[config.mk]
export PLATFORM = sky130hd
export DESIGN_NAME = ser_clkgen
export DESIGN_NICKNAME = d
export VERILOG_FILES = /design/src/rtl/ser_clkgen_pkg.sv /design/src/rtl/ser_clkgen_sync.sv /design/src/rtl/ser_clkgen_div.sv /design/src/rtl/ser_clkgen.sv
export SDC_FILE = /design/constraint.sdc
export NUM_CORES = 1
export LEC_CHECK = 0
export BUFFER_PORTS_ARGS = -buffer_cell sky130_fd_sc_hd__buf_2
export CAP_MARGIN = 10
export CORE_UTILIZATION = 49
export DETAILED_ROUTE_END_ITERATION = 10
export PLACE_DENSITY = 0.73
export SLEW_MARGIN = 25
export SYNTH_ARGS = -nofsm -noshare
export SYNTH_HDL_FRONTEND = slang
export SYNTH_SLANG_ARGS = --single-unit
[constraint.sdc]
create_clock -name clk -period 7.3 [get_ports clk]
set_clock_uncertainty 0.2 [all_clocks]
set_input_delay 0.73 -clock clk [delete_from_list [all_inputs] [get_ports clk]]
set_output_delay 0.73 -clock clk [all_outputs]
set_load 0.05 [all_outputs]
[src/rtl/ser_clkgen_pkg.sv]
package ser_clkgen_pkg;

   typedef enum logic [1:0] {
      SRC_FRAC = 2'd0,
      SRC_RSVD = 2'd1,
      SRC_TRIG = 2'd2,
      SRC_EXT  = 2'd3
   } src_e;

   typedef enum logic [1:0] {
      TQ_PDIV = 2'd0,
      TQ_PPP  = 2'd1,
      TQ_SCLK = 2'd2,
      TQ_MCLK = 2'd3
   } tq_src_e;

   localparam int unsigned N_EXT_IN = 2;
   localparam int unsigned IDX_TRIG = 0;
   localparam int unsigned IDX_EXT  = 1;

endpackage

[src/rtl/ser_clkgen_sync.sv]
module ser_clkgen_sync #(
   parameter int unsigned STAGES = 2
) (
   input  logic clk,
   input  logic rst_n,
   input  logic async_i,
   output logic level_o,
   output logic rise_o
);

   logic [STAGES-1:0] chain_q;
   logic              prev_q;

   always_ff @(posedge clk or negedge rst_n) begin
      if (!rst_n) begin
         chain_q <= '0;
         prev_q  <= 1'b0;
      end else begin
         chain_q <= {chain_q[STAGES-2:0], async_i};
         prev_q  <= chain_q[STAGES-1];
      end
   end

   assign level_o = chain_q[STAGES-1];
   assign rise_o  = chain_q[STAGES-1] & ~prev_q;

endmodule

[src/rtl/ser_clkgen_div.sv]
module ser_clkgen_div #(
   parameter int unsigned W = 4
) (
   input  logic         clk,
   input  logic         rst_n,
   input  logic         clr,
   input  logic         tick,
   input  logic [W-1:0] limit,
   output logic         pulse
);

   logic [W-1:0] cnt_q;
   logic         at_limit;

   assign at_limit = (cnt_q == limit);
   assign pulse    = tick & at_limit;

   always_ff @(posedge clk or negedge rst_n) begin
      if (!rst_n)
         cnt_q <= '0;
      else if (clr)
         cnt_q <= '0;
      else if (tick)
         cnt_q <= at_limit ? '0 : cnt_q + 1'b1;
   end

endmodule

[src/rtl/ser_clkgen.sv]
module ser_clkgen
   import ser_clkgen_pkg::*;
#(
   parameter int unsigned PDIV_W      = 10,
   parameter int unsigned PRE_W       = 2,
   parameter int unsigned DEN_W       = 5,
   parameter int unsigned SYNC_STAGES = 2
) (
   input  logic              clk,
   input  logic              rst_n,
   input  logic              gen_en,
   input  logic              frac_en_i,
   input  logic              trig_i,
   input  logic              ext_clk_i,
   input  logic [1:0]        src_sel,
   input  logic              half_en,
   input  logic [PDIV_W-1:0] pdiv,
   input  logic [1:0]        tq_sel,
   input  logic [PRE_W-1:0]  tq_pre,
   input  logic [DEN_W-1:0]  tq_den,
   input  logic [1:0]        sclkout_cfg,
   input  logic              mclk_idle,
   input  logic              sclkout_sel,
   output logic              mclk_o,
   output logic              sclkout_o,
   output logic              ppp_en_o,
   output logic              pdiv_en_o,
   output logic              tq_en_o
);

   if (SYNC_STAGES < 2) begin : g_bad_sync
      $error("ser_clkgen: SYNC_STAGES must be at least 2");
   end
   if (PDIV_W < 1 || PRE_W < 1 || DEN_W < 1) begin : g_bad_width
      $error("ser_clkgen: divider widths must be at least 1");
   end

   localparam int unsigned N_IN = N_EXT_IN;

   // input synchronizers, one per asynchronous pin
   logic [N_IN-1:0] in_raw, in_lvl, in_rise;
   assign in_raw[IDX_TRIG] = trig_i;
   assign in_raw[IDX_EXT]  = ext_clk_i;

   for (genvar gi = 0; gi < N_IN; gi++) begin : g_sync
      ser_clkgen_sync #(.STAGES(SYNC_STAGES)) u_sync (
         .clk     (clk),
         .rst_n   (rst_n),
         .async_i (in_raw[gi]),
         .level_o (in_lvl[gi]),
         .rise_o  (in_rise[gi])
      );
   end

   // input rate selection
   logic pin_sel, pin_en;
   always_comb begin
      unique case (src_e'(src_sel))
         SRC_TRIG: pin_sel = in_rise[IDX_TRIG];
         SRC_EXT:  pin_sel = in_rise[IDX_EXT];
         default:  pin_sel = frac_en_i;
      endcase
   end
   assign pin_en = gen_en & pin_sel;

   // 2:1 stage; its phase flop doubles as the toggling master clock
   logic half_ph_q, ppp_en;
   always_ff @(posedge clk or negedge rst_n) begin
      if (!rst_n)       half_ph_q <= 1'b0;
      else if (!gen_en) half_ph_q <= 1'b0;
      else if (pin_en)  half_ph_q <= ~half_ph_q;
   end
   assign ppp_en = half_en ? (pin_en & half_ph_q) : pin_en;

   logic mclk_raw;
   assign mclk_raw = (!half_en && src_e'(src_sel) == SRC_EXT) ? in_lvl[IDX_EXT]
                                                             : half_ph_q;

   // integer divider
   logic pdiv_en;
   ser_clkgen_div #(.W(PDIV_W)) u_pdiv (
      .clk   (clk),
      .rst_n (rst_n),
      .clr   (~gen_en),
      .tick  (ppp_en),
      .limit (pdiv),
      .pulse (pdiv_en)
   );

   // shift clock, its half-period delayed copy, and edge history
   logic sclk_q, sclk_dly_q, sclk_hist_q, mclk_hist_q;
   always_ff @(posedge clk or negedge rst_n) begin
      if (!rst_n) begin
         sclk_q      <= 1'b0;
         sclk_dly_q  <= 1'b0;
         sclk_hist_q <= 1'b0;
         mclk_hist_q <= 1'b0;
      end else if (!gen_en) begin
         sclk_q      <= 1'b0;
         sclk_dly_q  <= 1'b0;
         sclk_hist_q <= 1'b0;
         mclk_hist_q <= 1'b0;
      end else begin
         if (pdiv_en) begin
            sclk_q     <= ~sclk_q;
            sclk_dly_q <= sclk_q;
         end
         sclk_hist_q <= sclk_q;
         mclk_hist_q <= mclk_raw;
      end
   end

   // time quanta path
   logic tq_in, tq_pre_en, tq_en;
   always_comb begin
      unique case (tq_src_e'(tq_sel))
         TQ_PDIV: tq_in = pdiv_en;
         TQ_PPP:  tq_in = ppp_en;
         TQ_SCLK: tq_in = sclk_q & ~sclk_hist_q;
         default: tq_in = mclk_raw & ~mclk_hist_q;
      endcase
   end

   ser_clkgen_div #(.W(PRE_W)) u_tq_pre (
      .clk   (clk),
      .rst_n (rst_n),
      .clr   (~gen_en),
      .tick  (tq_in & gen_en),
      .limit (tq_pre),
      .pulse (tq_pre_en)
   );

   ser_clkgen_div #(.W(DEN_W)) u_tq_den (
      .clk   (clk),
      .rst_n (rst_n),
      .clr   (~gen_en),
      .tick  (tq_pre_en),
      .limit (tq_den),
      .pulse (tq_en)
   );

   // pin shaping
   logic sclk_shaped;
   assign sclk_shaped = (sclkout_cfg[1] ? sclk_dly_q : sclk_q) ^ sclkout_cfg[0];

   assign mclk_o    = gen_en ? (mclk_raw ^ mclk_idle) : mclk_idle;
   assign sclkout_o = !gen_en    ? sclkout_cfg[0]
                    : sclkout_sel ? in_lvl[IDX_EXT]
                    : sclk_shaped;
   assign ppp_en_o  = ppp_en;
   assign pdiv_en_o = pdiv_en;
   assign tq_en_o   = tq_en;

endmodule

# After elaboration in Yosys (flattened, before gate mapping)
# Cells that the tools add are included.
dict set report totals {
  regBits 28
  inputBits 32
  out_inout_bits 5
  word_cells 73
}
dict set report classes {
  addsub 3
  eq_ne 12
  muxes 25
  n_bitwise 18
  reduce_logical 3
}
# op count
set ops {}
lappend ops {{$mux 10} 3}
lappend ops {{$mux 5} 3}
lappend ops {{$mux 1} 14}
lappend ops {{$add 10x1->10 const B} 1}
lappend ops {{$and 1x1->1} 10}
lappend ops {{$eq 10x10->1} 1}
lappend ops {{$ne 2x1->1 const B} 5}
lappend ops {{$eq 2x2->1 const B} 3}
lappend ops {{$mux 2} 3}
lappend ops {{$not 1->1} 6}
lappend ops {{$add 5x1->5 const B} 1}
lappend ops {{$eq 5x5->1} 1}
lappend ops {{$pmux 1 s3} 1}
lappend ops {{$add 2x1->2 const B} 1}
lappend ops {{$eq 2x1->1 const B} 1}
lappend ops {{$eq 2x2->1} 1}
lappend ops {{$logic_not 2->1} 1}
lappend ops {{$pmux 1 s2} 1}
lappend ops {{$xor 1x1->1} 2}
lappend ops {{$logic_and 1x1->1} 1}
lappend ops {{$logic_not 1->1} 1}

# Longest topological paths before layout
# Gate-level depths: netlist of the first run.
dict set report depth {
  ltp_word 12
  ltp_mapped 8
  depth_no_buf 7
}

# Modules after synthesis
# Synthesis of the first run repeated with hierarchy kept, for this count alone.
dict set report hier_totals {
  hier_cells 168
  hier_area_um2 1695.4
}
# module n_inst cells_each area_per_inst_um2 seq_area_each_um2
set by_module_without_submodules {}
lappend by_module_without_submodules {{ser_clkgen_div (u_pdiv)} 1 66 614.3 250.2}
lappend by_module_without_submodules {{ser_clkgen_div (u_tq_den)} 1 41 390.4 125.1}
lappend by_module_without_submodules {ser_clkgen 1 39 381.6 125.1}
lappend by_module_without_submodules {ser_clkgen_sync 2 4 88.8 75.1}
lappend by_module_without_submodules {{ser_clkgen_div (u_tq_pre)} 1 14 131.4 50.0}

# Worst setup path after synthesis of the first run
# No wires, ideal clock.
dict set report synth_timing {
  kind {input to output}
  start {input port src_sel[0]}
  end {output port tq_en_o}
  arrival_ps 2693
  t_required_ps 6370
  path_slack_ps 3677
  stages 6
  path_buffers 1
  cell_sequence {o311a_1 or3_1 buf_6 o311ai_4 and2_1 and3_1}
}
dict set report synth_between {
  elab_chain_len 10
  word_cells_on_any_way 14
  cone_classes {2 x eq/ne; 4 x mux; 7 x bitwise; 1 x reduce/logical}
}
# element line_no
set synth_lines {}
lappend synth_lines {{start, declared} ser_clkgen.sv:15} ;# input logic [1:0] src_sel,
lappend synth_lines {{$eq 2x2->1, on equally long branches} {ser_clkgen.sv:58, ser_clkgen.sv:76}}
lappend synth_lines {{$pmux 1 s2} ser_clkgen.sv:58} ;# unique case (src_e'(src_sel))
lappend synth_lines {{$and 1x1->1} ser_clkgen.sv:64} ;# assign pin_en = gen_en & pin_sel;
lappend synth_lines {{$and 1x1->1} ser_clkgen.sv:73} ;# assign ppp_en = half_en ? (pin_en & half_ph_q) : pin_en;
lappend synth_lines {{$mux 1} ser_clkgen.sv:73}
lappend synth_lines {{$and 1x1->1} ser_clkgen_div.sv:16} ;# assign pulse = tick & at_limit;
lappend synth_lines {{$pmux 1 s3 *} ser_clkgen.sv:116} ;# unique case (tq_src_e'(tq_sel))
lappend synth_lines {{$and 1x1->1 *} ser_clkgen.sv:128} ;# .tick (tq_in & gen_en),
lappend synth_lines {{$and 1x1->1 * (2 in a row)} ser_clkgen_div.sv:16}
lappend synth_lines {{end, declared} ser_clkgen.sv:28} ;# output logic tq_en_o
# Mark *: on every way between the ends. The rest lies on a longest branch, timed or not.

# Worst setup path after layout of the first run
# Ends and elaborated chain as after synthesis.

==> results_dict.tcl, run 1 <==
set metrics [dict create \
    rsz0062_at_grt "no" \
    yosysTopAreaCellShare_pct 42.26 \
    post-route-min-period_ps 4000 \
    die_w_um 60.17 \
    n_antenna_cell 0 \
    grt_first_pass_wirelength_um 6078 \
    postRouteWirelength_um 3636 \
    drt-vias-per-instance 5.645 \
    gr-total-overflow 0 \
    setup_viol_count_final 0 \
    tns_ps 0 \
    gp_congestion 0.8686 \
    finalHoldViolCount 0 \
    wl_met2_um 1846 \
    worstPathRequired_ps 6370 \
    highest_layer "met4" \
    crit_fanout 15 \
    post-route-period-util_pct 54.80 \
    placedCellCount 252 \
    die-area_um2 3620 \
    max_slew_margin_pct 50.18 \
    core-area_um2 3128 \
    ys_seq_area_share_pct 42.26 \
    synth_cells 179 \
    vias 1445 \
    num-nets-final 247 \
    hold_buffers 0 \
    drtIter0Drc 62 \
    async_flop_share_pct 100.0 \
    final_antenna_net_count 0 \
    nFillCells 265 \
    path_clk_slew_ps 150 \
    cts_inserted_buffers 3 \
    p_per_area_nw_per_um2 166.8 \
    arrival_ps 3070 \
    vdd_ir_drop_max_mv 0.08295 \
    ctsResizeCount 0 \
    avgRoutedWirePerCell_um 14.20 \
    io_pins 37 \
    hold_path.class "flip-flop to flip-flop" \
    drive_above_1_share_pct 23.11 \
    clockBufferDepth 2 \
    slew_viol_final 0 \
    power.static_leakage_nw 0.8929 \
    htreeDepth 1 \
    drtPass1Iterations 4 \
    synthToLayoutAreaGrowth_pct 15.32 \
    dpl_cell_area_um2 1859 \
    grt_use_total_pct 22.77 \
    cap_violations 0 \
    cts_tree "built" \
    wl_met3_um 124 \
    cts_setup_buffers 0 \
    grt_max_degree 29 \
    wl_met1_um 1622 \
    whs_ps 174.2 \
    synth_area_leader_cell "dfrtp_1" \
    place_ws_ps 3338 \
    final_cells 256 \
    clkLatencyLatePin_ps 330 \
    fin_ws_ps 3300 \
    synth_edf_count 0 \
    final_area_um2 1912 \
    synth_area_leaders "dfrtp_1, xor2_1, nand3_1, nand2_1, a21oi_1" \
    start_util_pct 53.00 \
    cts.sinks 28 \
    io_buffers 36 \
    num_rows 20 \
    status "finished, final reports clean" \
    syn-cell-area_um2 1658 \
    drcViolationCount 0 \
    endpoint_kind "primary output" \
    synth_cell_types 40 \
    die_h_um 60.17 \
    grt_pass1_vias 1443 \
    syn_area_per_cell_um2 9.262 \
    cts_root_buffer "clkbuf_4" \
    regArea_um2 700.7 \
    hpwl_um 2694 \
    crit_type "input port to primary output" \
    tightest_slew_ps 741.6 \
    grt_antenna_before_repair 0 \
    ys.flop_type "dfrtp_1" \
    max_clock_freq_ghz 0.2500 \
    ys_warn_count 0 \
    critPathLaunchType "input port" \
    multi_input_area_um2 904.6 \
    ys_ff_latch 28 \
    syn_nets 213 \
]
-- registers in the layout (all words and copies together), names as in the netlist --
signal	flops
u_pdiv.cnt_q	10
mclk_hist_q	1
g_sync.u_sync.chain_q	4
sclk_q	1
u_tq_pre.cnt_q	2
u_tq_den.cnt_q	5
sclk_dly_q	1
half_ph_q	1
sclk_hist_q	1
g_sync.u_sync.prev_q	2
-- per-layer routing --
| layer | up-vias | global-route usage [%] |
|---|---|---|
| met5 | - | 0 |
| met4 | 0 | 9.967 |
| met3 | 5 | 3.680 |
| met2 | 37 | 42.07 |
| met1 | 704 | 25.27 |
| li1 | 699 | - |
-- cell type report --
cell class	instances	share of cell area, %
inverter	5	0.9817
sequential	28	36.65
clock buffer	3	1.178
timing repair buffer	36	9.424
clock inverter	1	1.571
tap	44	2.880
multi-input combinational	139	47.32
-- synth_stat cells, types with 5 or more instances --
cell,count
nand3_1,12
a21oi_1,10
nor2_1,13
xor2_1,15
dfrtp_1,28
nand2_1,15
clkbuf_1,6
nor3_1,5
o21a_1,6
o21ai_0,9
-- critical path: stages --
cell and delay [ps]:
buf_2 110, o311a_1 360, or3_1 640, o311ai_4 550, and2_1 250, and3_1 150, buf_2 260
-- cell families after synthesis --
logic type / count (synthesis) / share of synthesized area, %
buf+inv: 12 / 3.169
flops: 28 / 42.26
compound gates: 38 / 15.70
fa+ha+maj: 2 / 1.509
mux: 6 / 4.151
xor+xnor: 19 / 10.04
simple gates: 74 / 23.17
-- report_power, final --
group / leakage (nW) / internal [W] / switching (W) / total [W]
combinational: 0.493 / 0.0000205 / 0.0000304 / 0.0000510
clock: 0.0279 / 0.0000556 / 0.0000460 / 0.000102
sequential: 0.372 / 0.000161 / 0.00000575 / 0.000166
-- per-stage QoR --
step | total power, W | util, %
final | 0.0003189 | 61.12
after global routing | 0.0003338 | 61.12
after CTS | 0.0003229 | 61.12
after detailed placement | 0.0002206 | 59.44
after global placement | 0.0002178 | 59.44
after floorplan | 0.0002001 | -
-- final timing paths --
| check | slack (ps) | endpoint | cells after the start | startpoint |
|---|---|---|---|---|
| max | 3300 | tq_en_o | 7 | src_sel[0] |
| min | 170 | g_sync[0].u_sync.chain_q[1] | 0 | g_sync[0].u_sync.chain_q[0] |
| max reg2reg | 4560 | u_tq_pre.cnt_q[1] | 5 | g_sync[0].u_sync.prev_q |
| min reg2reg | 170 | g_sync[0].u_sync.chain_q[1] | 0 | g_sync[0].u_sync.chain_q[0] |
| max in group asynchronous | 6310 | u_pdiv.cnt_q[9] | 1 | rst_n |
| min in group asynchronous | 180 | g_sync[1].u_sync.prev_q | 1 | rst_n |
-- layout by cell type, fill, tap and decap left out, drive strengths merged, types with 2 or more instances in the layout --
master / instances
a21o: 3
a21oi: 10
and2: 3
and3: 2
buf: 36
clkbuf: 3
dfrtp: 28
ha: 2
inv: 5
mux2: 4
mux2i: 2
nand2: 16
nand3: 12
nand3b: 4
nand4: 2
nor2: 13
nor2b: 4
nor3: 5
nor3b: 3
nor4: 3
o21a: 6
o21ai: 9
o22ai: 2
o32ai: 2
or2: 2
or3: 2
xnor2: 4
xor2: 15
Note: power is estimated with default switching activity, not from simulation.
==> inputs of run 2 (changes only) <==
Settings changed: ABC_AREA set to 1.
Clock period 7.3 ns to 3.88 ns, I/O delays scaled along.
==> results_dict.tcl, run 2 <==
set metrics [dict create \
    drive_above_1_share_pct 20.66 \
    final_common_cell "nand2_1" \
    synth_cell_types 33 \
    io_buffers 36 \
    path_clk_slew_ps 150 \
    rsz0062_at_grt "no" \
    dpl_cell_area_um2 1976 \
    htreeDepth 1 \
    ff2ff_path_depth 9 \
    gr-total-overflow 0 \
    reg2reg_to "u_tq_pre.cnt_q[0]" \
    gp_congestion 0.7948 \
    post-route-period-util_pct 69.24 \
    vdd_ir_drop_max_mv 0.1669 \
    syn_area_per_cell_um2 7.594 \
    cts_inserted_buffers 3 \
    ys_warn_count 0 \
    status "finished, final reports clean" \
    final_area_um2 2058 \
    grt_antenna_before_repair 0 \
    hold_start "g_sync[1].u_sync.chain_q[0]" \
    drtIter0Drc 49 \
    cap_violations 0 \
    num_rows 21 \
    slew_viol_final 0 \
    clkLatencyLatePin_ps 330 \
    hold_path.class "flip-flop to flip-flop" \
    ys.flop_type "dfrtp_1" \
    nFillCells 333 \
    crit_type "flip-flop to primary output" \
    drtPass1Iterations 4 \
    largest_register_ffs 10 \
    endpoint_kind "primary output" \
    worstPathRequired_ps 3290 \
    cts.sinks 28 \
    total_power_w 0.0006111 \
    final_cell_mix "nand2_1, buf_2, inv_1" \
    final_antenna_net_count 0 \
    grt_max_degree 29 \
    hold_end "g_sync[1].u_sync.chain_q[1]" \
    max_clock_freq_ghz 0.3722 \
    io_pins 37 \
    yosys.cell_count.top_type "nand2_1" \
    synth_cells 230 \
    ys_ff_latch 28 \
    n_antenna_cell 0 \
    avgRoutedWirePerCell_um 10.48 \
    placedCellCount 310 \
    power.static_leakage_nw 1.050 \
    syn_nets 264 \
    core-area_um2 3363 \
    num-nets-final 306 \
    setup_viol_count_final 0 \
    final_cells 317 \
    drt-vias-per-instance 4.890 \
    synth_area_leader_cell "dfrtp_1" \
    wl_met3_um 153 \
    tightest_slew_ps 619.6 \
    top_regs "u_pdiv.cnt_q (10), u_tq_den.cnt_q (5), g_sync.u_sync.chain_q (4)" \
    drcViolationCount 0 \
    syn-cell-area_um2 1747 \
    die_w_um 61.71 \
    vias 1550 \
    hpwl_um 2512 \
    async_flop_share_pct 100.0 \
    cts_root_buffer "clkbuf_4" \
    cts_setup_buffers 0 \
    clockBufferDepth 2 \
    crit_fanout 6 \
    tns_ps 0 \
    critPathLaunchType "flip-flop" \
    start_util_pct 51.93 \
    post-route-min-period_ps 2687 \
    highest_layer "met4" \
    crit-reg2reg-launch "u_pdiv.cnt_q[6]" \
    grt_use_total_pct 19.17 \
    ys_seq_area_share_pct 40.11 \
    synthToLayoutAreaGrowth_pct 17.84 \
    die_h_um 61.71 \
    postRouteWirelength_um 3323 \
    synthTopCellsByCount "nand2_1, inv_1, dfrtp_1" \
    p_per_area_nw_per_um2 296.9 \
    grt_pass1_vias 1359 \
    wl_met2_um 1487 \
    wl_met1_um 1617 \
    die-area_um2 3808 \
    finalHoldViolCount 0 \
    r2r_slack_ps 2010 \
    synth_edf_count 0 \
    yosysTopAreaCellShare_pct 40.11 \
    synth_area_leaders "dfrtp_1, nand2_1, inv_1, nand3_1, nor2_1" \
    regMostFlops "u_pdiv.cnt_q" \
    whs_path_depth 0 \
    grt_first_pass_wirelength_um 5409 \
    max_slew_margin_pct 58.69 \
    arrival_ps 2100 \
    whs_ps 166.4 \
    cts_tree "built" \
]
==> run 2: cell types whose count changed after synthesis, moves of 4 or more <==
cell / change
xor2_1: -8
clkbuf_1: -6
nor2b_1: -4
nand4_1: +4
o21a_1: -5
nor3_1: +4
xnor2_1: +5
nand2_1: +33
nand3_1: +10
inv_1: +30
nor2_1: +11
==> run 2: metal layers <==
| metal | vias up | track usage, % |
|---|---|---|
| met4 | 0 | 8.889 |
| met1 | 691 | 25.10 |
| met2 | 40 | 31.18 |
| li1 | 813 | - |
| met5 | - | 0 |
| met3 | 6 | 3.106 |
==> run 2: critical path, stage by stage (launching register included) <==
cell	delay (ps)
dfrtp_1	440
inv_1	110
or2_1	110
nand3_1	70
nor2_1	250
nand3_4	140
nand2_1	90
nand4_2	160
nor2_1	130
buf_2	270
==> run 2: layout make-up <==
cell class | instances | area, um2 | area share [%]
Clock buffer | 3 | 22.52 | 1.094
Multi-Input combinational cell | 163 | 898.4 | 43.65
Tap cell | 46 | 57.56 | 2.796
Timing Repair Buffer | 39 | 210.2 | 10.21
Inverter | 37 | 138.9 | 6.748
Sequential cell | 28 | 700.7 | 34.04
Clock inverter | 1 | 30.03 | 1.459
==> run 2: report_power, final <==
group	internal, W	switching (W)
sequential	0.000301	0.00000710
combinational	0.0000409	0.0000700
clock	0.000105	0.0000879
total	0.000446	0.000165
==> run 2: cell families (layout without fill, tap and decap cells) <==
logic type | count (synthesis) | in the layout | synth area share [%]
flip-flops | 28 | 28 | 40.11
AND/OR/NAND/NOR | 123 | 123 | 34.46
AO/OA/AOI/OAI | 22 | 22 | 7.522
XOR/XNOR | 16 | 16 | 8.023
buffers and inverters | 39 | 80 | 8.452
adder cells (fa/ha/maj) | 2 | 2 | 1.432
==> run 2: worst max path at each step <==
stage / from / to / slack (ps) / depth (start not counted)
after floorplan: src_sel[0] / tq_en_o / 1300 / 9
after global placement: gen_en / tq_en_o / 1390 / 8
after detailed placement: gen_en / tq_en_o / 1350 / 8
after CTS: u_pdiv.cnt_q[6] / tq_en_o / 1170 / 9
after global routing: u_pdiv.cnt_q[6] / tq_en_o / 970 / 9
final: u_pdiv.cnt_q[6] / tq_en_o / 1190 / 9
==> run 2: through the flow <==
stage	worst slack, ps	utilization (%)
6_report	1193	61.20
5_1_grt	973.8	61.20
4_1_cts	1173	61.20
3_5_place_dp	1353	58.74
3_3_place_gp	1389	58.74
2_1_floorplan	1303	-
==> run 2: repair_timing <==
action                    4_1_cts  5_1_grt
hold buffers                    3        0
hold endpoints to repair       30        0
gates resized for setup         0        0
==> inputs of run 3 (changes only) <==
Settings changed: ABC_AREA 1 to 0.
Clock period 3.88 ns to 2.7 ns, I/O delays scaled along.
==> results_dict.tcl, run 3 (synthesized netlist as in run 1, its figures left out) <==
set metrics [dict create \
    placedCellCount 258 \
    crit_fanout 4 \
    status "finished with violations" \
    die-area_um2 3620 \
    ff2ff_path_depth 7 \
    avgRoutedWirePerCell_um 14.05 \
    hpwl_um 2678 \
    power.static_leakage_nw 0.9453 \
    endpoint_kind "primary output" \
    drive_above_1_share_pct 31.56 \
    drt-vias-per-instance 5.606 \
    final_cell_mix "buf_2, dfrtp_1, nand2_1" \
    num-nets-final 261 \
    post-route-min-period_ps 2718 \
    gr-total-overflow 0 \
    setup_viol_count_final 1 \
    total_power_w 0.0007778 \
    cap_violations 0 \
    io_pins 37 \
    tightest_slew_ps 628.0 \
    n_antenna_cell 0 \
    htreeDepth 1 \
    hold_path.class "input port to flip-flop" \
    arrival_ps 2250 \
    cts_inserted_buffers 3 \
    gp_congestion 0.8833 \
    num_rows 20 \
    grt_first_pass_wirelength_um 6044 \
    grt_max_degree 29 \
    worstPathRequired_ps 2230 \
    largest_register_ffs 10 \
    final_cells 269 \
    path_clk_slew_ps 150 \
    die_h_um 60.17 \
    vdd_ir_drop_max_mv 0.2768 \
    synthToLayoutAreaGrowth_pct 24.23 \
    rsz0062_at_grt "yes" \
    regMostFlops "u_pdiv.cnt_q" \
    clkLatencyLatePin_ps 330 \
    core-area_um2 3128 \
    cts_root_buffer "clkbuf_4" \
    fin_ws_ps -17.65 \
    vias 1508 \
    max_clock_freq_ghz 0.3680 \
    hold_start "frac_en_i" \
    clockBufferDepth 2 \
    tns_ps -17.65 \
    grt_antenna_before_repair 0 \
    finalHoldViolCount 0 \
    slew_viol_final 0 \
    p_per_area_nw_per_um2 377.7 \
    whs_path_depth 4 \
    final_common_cell "buf_2" \
    drcViolationCount 0 \
    top_regs "u_pdiv.cnt_q (10), u_tq_den.cnt_q (5), g_sync.u_sync.chain_q (4)" \
    dpl_cell_area_um2 1908 \
    critPathLaunchType "flip-flop" \
    startpoint "u_pdiv.cnt_q[0]" \
    cts_tree "built" \
    grt_use_total_pct 22.59 \
    post-route-period-util_pct 100.7 \
    whs_ps 111.0 \
    final_area_um2 2059 \
    crit_type "flip-flop to primary output" \
    violations "setup timing" \
    start_util_pct 53.00 \
    postRouteWirelength_um 3779 \
    crit-reg2reg-launch "g_sync[0].u_sync.prev_q" \
    grt_pass1_vias 1409 \
    die_w_um 60.17 \
    drtIter0Drc 107 \
    cts.sinks 28 \
    drtPass1Iterations 4 \
    io_buffers 36 \
    final_antenna_net_count 0 \
    max_slew_margin_pct 58.14 \
]
[run 3: final timing paths]
path | slack [ps] | to
setup / recovery | -20 | tq_en_o
hold / removal | 110 | half_ph_q
setup reg to reg | 270 | u_pdiv.cnt_q[5]
hold reg to reg | 170 | g_sync[1].u_sync.chain_q[1]
max in group asynchronous | 1570 | u_pdiv.cnt_q[2]
min in group asynchronous | 270 | u_tq_den.cnt_q[4]
[run 3: layout make-up]
type,instances,area [um2]
Fill cell,264,1069
Multi-Input combinational cell,139,954.7
Sequential cell,28,705.7
Timing Repair Buffer,50,302.8
Tap cell,44,55.05
Clock buffer,3,22.52
Inverter,5,18.77
[run 3: power by group]
group,switching (W),internal [W]
Sequential,0.0000144,0.000434
Clock,0.000118,0.0000523
Combinational,0.0000895,0.0000690
Total,0.000222,0.000556
[run 3: layer usage]
| layer | vias up | share of wire, % | wire length (um) | GRT usage [%] |
|---|---|---|---|---|
| met2 | 56 | 51 | 1940 | 40.97 |
| li1 | 724 | - | - | - |
| met4 | 0 | 2.1 | 79 | 12.29 |
| met1 | 720 | 42 | 1585 | 25.41 |
| met3 | 8 | 4.6 | 173 | 2.597 |
| met5 | - | 0 | 0 | 0 |
[run 3: what timing repair did]
item / 4_1_cts / 5_1_grt
setup endpoints to repair: 1 / 1
hold buffers: 3 / 0
hold endpoints to repair: 30 / 0
resized for setup: 8 / 7
setup buffers: 1 / 4
pin swaps: 3 / 8
[run 3: worst max-delay path, cell delays in order, from the launching register on]
cell and delay [ps]:
dfrtp_1 460, xor2_1 180, nor4_2 350, a31oi_2 160
o311ai_4 280, and2_4 190, and3_4 180, buf_8 140
[run 3: through the flow]
step | utilization [%] | setup WS, ps
4_1_cts | 63.92 | 2.996
3_3_place_gp | 61.00 | 137.9
6_report | 65.84 | -17.65
3_5_place_dp | 61.00 | 105.9
2_1_floorplan | - | 60.45
5_1_grt | 65.84 | -77.15
